===== config.mk =====
export PLATFORM = sky130hd
export DESIGN_NAME = gated_nibble_rx
export DESIGN_NICKNAME = d
export VERILOG_FILES = /design/src/rtl/nrx_pkg.sv /design/src/rtl/nrx_bit_counter.sv /design/src/rtl/nrx_shift_assembler.sv /design/src/rtl/nrx_word_reg.sv /design/src/rtl/gated_nibble_rx.sv
export SDC_FILE = /design/constraint.sdc
export NUM_CORES = 1
export LEC_CHECK = 0
export CAP_MARGIN = 25
export CELL_PAD_IN_SITES_DETAIL_PLACEMENT = 1
export CELL_PAD_IN_SITES_GLOBAL_PLACEMENT = 2
export CORE_MARGIN = 4
export CORE_UTILIZATION = 35
export CTS_CLUSTER_DIAMETER = 50
export DETAILED_ROUTE_END_ITERATION = 16
export DONT_BUFFER_PORTS = 1
export GPL_TIMING_DRIVEN = 0
export HOLD_SLACK_MARGIN = 0.12
export PLACE_DENSITY_LB_ADDON = 0.12
export SLEW_MARGIN = 25
export SYNTH_ARGS = -nofsm -noshare
export SYNTH_HDL_FRONTEND = slang
export SYNTH_HIERARCHICAL = 1
export SYNTH_SLANG_ARGS = --single-unit

===== constraint.sdc =====
create_clock -name clk -period 1.7 [get_ports clk]
set_clock_uncertainty 0.05 [all_clocks]
set_input_delay 0.34 -clock clk [delete_from_list [all_inputs] [get_ports clk]]
set_output_delay 0.34 -clock clk [all_outputs]
set_load 0.005 [all_outputs]

===== src/rtl/nrx_pkg.sv =====
// Package nrx_pkg
// Shared sizing helpers for the gated serial-to-nibble receiver.
// Assumes word widths of two bits or more.
package nrx_pkg;

    // Default number of bits packed into one parallel word
    localparam int unsigned NRX_WORD_W = 4;

    // Width of a counter that indexes every bit of a word
    function automatic int unsigned pos_width(input int unsigned n);
        return (n < 2) ? 1 : $clog2(n);
    endfunction

endpackage


===== src/rtl/nrx_bit_counter.sv =====
// Module nrx_bit_counter
// Tracks which bit position of the current group the next enabled edge
// writes. The position returns to zero when the enable is low, and it wraps
// to zero right after the last position, so no cycle is lost between groups.
// Assumes WORD_W >= 2 and a synchronous active-low reset.
module nrx_bit_counter #(
    parameter int unsigned WORD_W = nrx_pkg::NRX_WORD_W,
    localparam int unsigned POS_W = nrx_pkg::pos_width(WORD_W)
) (
    input  logic             clk,
    input  logic             rst_n,
    input  logic             rx_en,
    output logic [POS_W-1:0] pos,
    output logic             at_last
);

    localparam logic [POS_W-1:0] LAST_POS = POS_W'(WORD_W - 1);

    // Flags the final bit position of a group
    always_comb at_last = (pos == LAST_POS);

    // Advances the position on enabled edges; clears it on reset, on idle and after the last bit
    always_ff @(posedge clk) begin
        if (!rst_n) begin
            pos <= '0;
        end else if (!rx_en || at_last) begin
            pos <= '0;
        end else begin
            pos <= pos + POS_W'(1);
        end
    end

endmodule


===== src/rtl/nrx_shift_assembler.sv =====
// Module nrx_shift_assembler
// Stores each incoming serial bit at the position given by the bit counter.
// Combines the stored bits with the bit arriving now, so that the full word
// is ready on the edge that completes a group.
// Assumes every position is rewritten before a group completes, so bits
// left over from an aborted group never reach the output.
module nrx_shift_assembler #(
    parameter int unsigned WORD_W = nrx_pkg::NRX_WORD_W,
    localparam int unsigned POS_W = nrx_pkg::pos_width(WORD_W)
) (
    input  logic              clk,
    input  logic              rst_n,
    input  logic              rx_en,
    input  logic              ser_in,
    input  logic [POS_W-1:0]  pos,
    output logic [WORD_W-1:0] merged
);

    logic [WORD_W-1:0] stage;

    for (genvar gi = 0; gi < WORD_W; gi++) begin : g_slot
        localparam logic [POS_W-1:0] SLOT = POS_W'(gi);

        // Captures the serial bit into this slot when the counter points at it
        always_ff @(posedge clk) begin
            if (!rst_n) begin
                stage[gi] <= 1'b0;
            end else if (rx_en && (pos == SLOT)) begin
                stage[gi] <= ser_in;
            end
        end

        // Uses the bit arriving now for the current slot and the stored bit for the others
        always_comb merged[gi] = (pos == SLOT) ? ser_in : stage[gi];
    end

endmodule


===== src/rtl/nrx_word_reg.sv =====
// Module nrx_word_reg
// Holds the last complete word and produces the one-cycle acknowledge.
// Loads only on an enabled edge at the last bit position.
// Assumes a synchronous active-low reset.
module nrx_word_reg #(
    parameter int unsigned WORD_W = nrx_pkg::NRX_WORD_W
) (
    input  logic              clk,
    input  logic              rst_n,
    input  logic              rx_en,
    input  logic              at_last,
    input  logic [WORD_W-1:0] merged,
    output logic [WORD_W-1:0] word_q,
    output logic              ack_q
);

    logic complete;

    // Marks the edge that finishes a group
    always_comb complete = rx_en && at_last;

    // Loads the finished word and raises the acknowledge for one cycle
    always_ff @(posedge clk) begin
        if (!rst_n) begin
            word_q <= '0;
            ack_q  <= 1'b0;
        end else begin
            ack_q <= complete;
            if (complete) begin
                word_q <= merged;
            end
        end
    end

endmodule


===== src/rtl/gated_nibble_rx.sv =====
// Module gated_nibble_rx
// Enable-gated serial-to-parallel receiver. Each rising edge with rx_en high
// captures ser_in. Every WORD_W captures yield one word on word_out and a
// one-cycle word_ack. Dropping rx_en discards any partial group.
// Assumes ser_in and rx_en are synchronous to clk; the reset is synchronous
// and active low.
module gated_nibble_rx #(
    parameter int unsigned WORD_W = nrx_pkg::NRX_WORD_W
) (
    input  logic              clk,
    input  logic              rst_n,
    input  logic              rx_en,
    input  logic              ser_in,
    output logic [WORD_W-1:0] word_out,
    output logic              word_ack
);

    localparam int unsigned POS_W = nrx_pkg::pos_width(WORD_W);

    logic [POS_W-1:0]  pos;
    logic              at_last;
    logic [WORD_W-1:0] merged;

    nrx_bit_counter #(.WORD_W(WORD_W)) counter_i (
        .clk     (clk),
        .rst_n   (rst_n),
        .rx_en   (rx_en),
        .pos     (pos),
        .at_last (at_last)
    );

    nrx_shift_assembler #(.WORD_W(WORD_W)) assembler_i (
        .clk    (clk),
        .rst_n  (rst_n),
        .rx_en  (rx_en),
        .ser_in (ser_in),
        .pos    (pos),
        .merged (merged)
    );

    nrx_word_reg #(.WORD_W(WORD_W)) word_reg_i (
        .clk     (clk),
        .rst_n   (rst_n),
        .rx_en   (rx_en),
        .at_last (at_last),
        .merged  (merged),
        .word_q  (word_out),
        .ack_q   (word_ack)
    );

endmodule


# Word-level counts from Yosys, hierarchy flattened
# Index checks and enable logic that the tools add are counted.
[op_classes]
n_addsub = 1
eq_ne = 3
n_mux = 4
bitwise_logic = 1
n_reduce_logical = 8
[op_table]
columns = ["op", "count"]
rows = [
  ["$eq A2 B2 Y1 const B", 2],
  ["$logic_and A1 B1 Y1", 4],
  ["$mux W1", 4],
  ["$add A2 B1 Y2 const B", 1],
  ["$eq A2 B1 Y1 const B", 1],
  ["$logic_not A2 Y1", 1],
  ["$reduce_or A2 Y1", 1],
  ["$logic_not A1 Y1", 1],
  ["$logic_or A1 B1 Y1", 1],
  ["$not A1 Y1", 1],
]
[totals]
regBits = 11
inputBits = 4
output_inout_bits = 5

# Longest topological paths before layout
[depth]
word_depth = 3
ltp_mapped = 4
mapped_depth_nobuf = 4

# By module
# The synthesis kept the hierarchy.
[by_module_without_submodules]
columns = ["mod", "instances", "cells_each", "area_per_inst_um2"]
rows = [
  ["nrx_shift_assembler", 1, 25, 231.5],
  ["nrx_word_reg", 1, 20, 196.4],
  ["nrx_bit_counter", 1, 5, 75.1],
]

# Worst setup path before layout
# No wires, ideal clock.
[synth_timing]
kind = "register -> register"
start = "reg counter_i.pos[0]"
end = "reg word_reg_i.word_q[2]"
setup_time_ns = 0.115
arrival_time_ns = 0.989
t_required_ns = 1.535
path_slack_ns = 0.546
stages_incl_launch_ff = 5
n_path_buf = 0
period_less_slack_ns = 1.154
path_cell_list = "dfxtp_1 > nand2b_1 > mux2_1 > nand4_1 > o21ai_2"
[synth_via]
elab_chain_len = 2
word_cells_on_any_way = 4
[synth_lines]
columns = ["element", "line_no", "source"]
rows = [
  ["start, declared", "nrx_bit_counter.sv:13", "output logic [POS_W-1:0] pos,"],
  ["start signal, assigned", "nrx_bit_counter.sv:29", "pos <= pos + POS_W'(1);"],
  ["$eq A2 B2 Y1", "nrx_shift_assembler.sv:34", "always_comb merged[gi] = (pos == SLOT) ? ser_in : stage[gi];"],
  ["$mux W1", "nrx_shift_assembler.sv:34", ""],
  ["net merged[2]", "gated_nibble_rx.sv:22", "logic [WORD_W-1:0] merged;"],
  ["end signal, assigned", "nrx_word_reg.sv:30", "word_q <= merged;"],
  ["end, declared", "nrx_word_reg.sv:13", "output logic [WORD_W-1:0] word_q,"],
]
# The timed path passes the listed nets, and every way through them passes these cells.
# A chain may end at the register's enable or synchronous reset.

# Worst setup path in the final report
[layout_timing]
start = "reg counter_i.pos[0]"
end = "reg word_reg_i.word_q[0]"
[layout_via]
elab_chain_len = 2
word_cells_on_any_way = 4
[layout_lines]
columns = ["element", "line_no", "source"]
rows = [
  ["$eq A2 B2 Y1", "nrx_bit_counter.sv:20", "always_comb at_last = (pos == LAST_POS);"],
  ["net at_last", "gated_nibble_rx.sv:21", "logic at_last;"],
  ["$logic_and A1 B1 Y1", "nrx_word_reg.sv:20", "always_comb complete = rx_en && at_last;"],
]
# The timed path passes the listed nets, and every way through them passes these cells.

==> impl_metrics.tcl <==
set metrics [dict create \
    ys_ff_latch 11 \
    power.total_uw 472 \
    grt_pass1_wl_um 1820 \
    synthXorXnorAreaFrac 0 \
    vias 388 \
    drc 0 \
    postCtsHoldBufs 0 \
    dieArea_sq_um 2110 \
    area_delta_synth_final_pct 8.96 \
    min_from "rst_n" \
    nNetsFinal 60 \
    viasPerCell 5.62 \
    ys_seq_area_frac 0.438 \
    wl_per_cell_um 15.5 \
    hold_viol_final 0 \
    grt_max_degree 13 \
    worst_slew_pin_slew_ns 0.315 \
    synth_cells 50 \
    clk_pin_slew_ns 0.07 \
    timing.rr.start "counter_i/pos[0]" \
    cp_num_buf_inv 0 \
    fin_tns_setup_ns 0 \
    cts_sinks 11 \
    crit_chain "ha_1, and2_4, o21ai_2" \
    crit_family "flip-flops" \
    period_needed_ns 1.34 \
    cts_tree "done" \
    fmaxAchievable_mhz 748 \
    r2r_slack_ns 0.36 \
    outcome "complete, no violations" \
    cap_viol_max_count 0 \
    fin_crit_sh 0.787 \
    drt_iter0_markers 14 \
    mostFrequentLayoutCell "dfxtp_1" \
    cts_resized 0 \
    layout_common_cells "11 x dfxtp_1, 10 x nand2_1, 4 x mux2i_1, 4 x nand4_1, 4 x o21ai_2" \
    start_kind "flip-flop" \
    fp.coreArea_sq_um 1330 \
    yosys.area_share.simple 0.289 \
    grt_usage 0.121 \
    synthAdderAreaFrac 0.0249 \
    p_leak_nw 0.230 \
    synth_area_sq_um 503 \
    io_pins 9 \
    worstSetupPathType "reg2reg" \
    setup_violations 0 \
    ctsHtreeMaxLevel 1 \
    die_w_um 45.9 \
    ant_nets 0 \
    dieHeight_um 45.9 \
    power_density_nw_per_um2 862 \
    antenna_found_initial 0 \
    cts_buffers 3 \
    critical_path.startpoint "counter_i/pos[0]" \
    yosysTopAreaCell "dfxtp_1" \
    cts_max_path_buffers 2 \
    synth.mux.area_fraction 0.169 \
    drv_slew 0 \
    placementRows 13 \
    diodes 0 \
    synthTopCellsByArea "dfxtp_1 44%, mux2i_1 8.0%, nand2_1 7.5%" \
    ir_drop_mv 0.389 \
    cp_max_fo 10 \
    postCtsSetupRepairBufs 0 \
    synth_compound_area_frac 0.0697 \
    final_util 0.411 \
    dp_hpwl_um 801 \
    grt-ovfl-total 0 \
    relSlewSlack 0.790 \
    syn_area_per_cell_sq_um 10.1 \
    cts_root_buf "clkbuf_4" \
    nFillCells 154 \
    hp-class "in2reg" \
    wl_um 1070 \
    slowest_stage "dfxtp_1" \
    port-buffer-count 0 \
    routabilityCongestion 0.735 \
    drive_above_1_share 0.222 \
    grt_setup_unrepaired "false" \
    yosys_warnings 6 \
    synth_top_family_by_area "simple AND/OR/NAND/NOR gates" \
    grt_pass1_vias 407 \
    dr.pass1.iters 4 \
    cp.required_ns 1.81 \
    synthDominantCellAreaShare 0.438 \
    start_util 0.377 \
    insertion_delay_ns 0.27 \
    crit_path_end_kind "flip-flop" \
    syn_nets 55 \
    slowest_delay_ns 0.51 \
    synthDistinctLibCells 18 \
    arrival_ns 1.44 \
]
[cell usage after synthesis]
library cell / n
nor3b_1: 1
o21ai_2: 4
and4bb_1: 1
and3_2: 1
dfxtp_1: 11
mux2i_1: 4
buf_2: 1
and4b_1: 1
nand3b_1: 2
mux2_1: 2
nand2_1: 10
nand3_1: 1
mux2_2: 2
nand2b_1: 2
nor2_1: 1
and2_4: 1
nand4_1: 4
ha_1: 1
[routing by layer]
metal	GRT usage	share of wire
met1	0.150	0.44
met2	0.187	0.49
met3	0.0632	0.077
met4	0.0227	0
met5	0	0
[cells by family after synthesis]
kind of cell | Yosys count
AO/OA/AOI/OAI | 4
buffers and inverters | 1
multiplexers | 8
AND/OR/NAND/NOR | 25
flip-flops | 11
adder cells (fa/ha/maj) | 1
[worst register-to-register path: cells and delay by family, from the launching register on]
| family | cells | cell delay, ns |
|---|---|---|
| flip-flops | 1 | 0.51 |
| adder cells (fa/ha/maj) | 1 | 0.36 |
| AND/OR/NAND/NOR | 1 | 0.24 |
| AO/OA/AOI/OAI | 1 | 0.06 |
[registers in the layout, indices dropped and copies added (netlist names)]
| name | cells |
|---|---|
| assembler_i/stage | 4 |
| word_reg_i/ack_q | 1 |
| word_reg_i/word_q | 4 |
| counter_i/pos | 2 |
[area by class of cell]
type | count | area [sq um] | area share
plain buffers | 1 | 5.00 | 0.00913
clock buffers | 4 | 26.3 | 0.0479
well taps | 15 | 18.8 | 0.0342
flip-flops and latches | 11 | 220 | 0.402
multi-input cells | 38 | 278 | 0.507
[worst paths after layout]
check | cells past startpoint | to
min reg2reg | 2 | assembler_i/stage[2]
min | 2 | assembler_i/stage[2]
max reg2reg | 3 | word_reg_i/word_q[0]
max | 3 | word_reg_i/word_q[0]
[where the power goes]
part | switching, mW | internal, mW | leakage (nW)
Sequential | 0.00690 | 0.263 | 0.0891
Clock | 0.0864 | 0.0908 | 0.0150
Combinational | 0.0116 | 0.0141 | 0.125
Total | 0.105 | 0.368 | 0.230
[stage by stage]
step	hold slack (ns)	area, sq um	cells	setup slack, ns
after floorplan	0.382	503	50	0.546
after global placement	0.394	522	65	0.454
after detailed placement	0.417	522	65	0.393
after CTS	0.165	548	69	0.369
after global routing	0.161	548	69	0.249
final	0.174	548	69	0.363
Power figures use the tool's default switching activity.
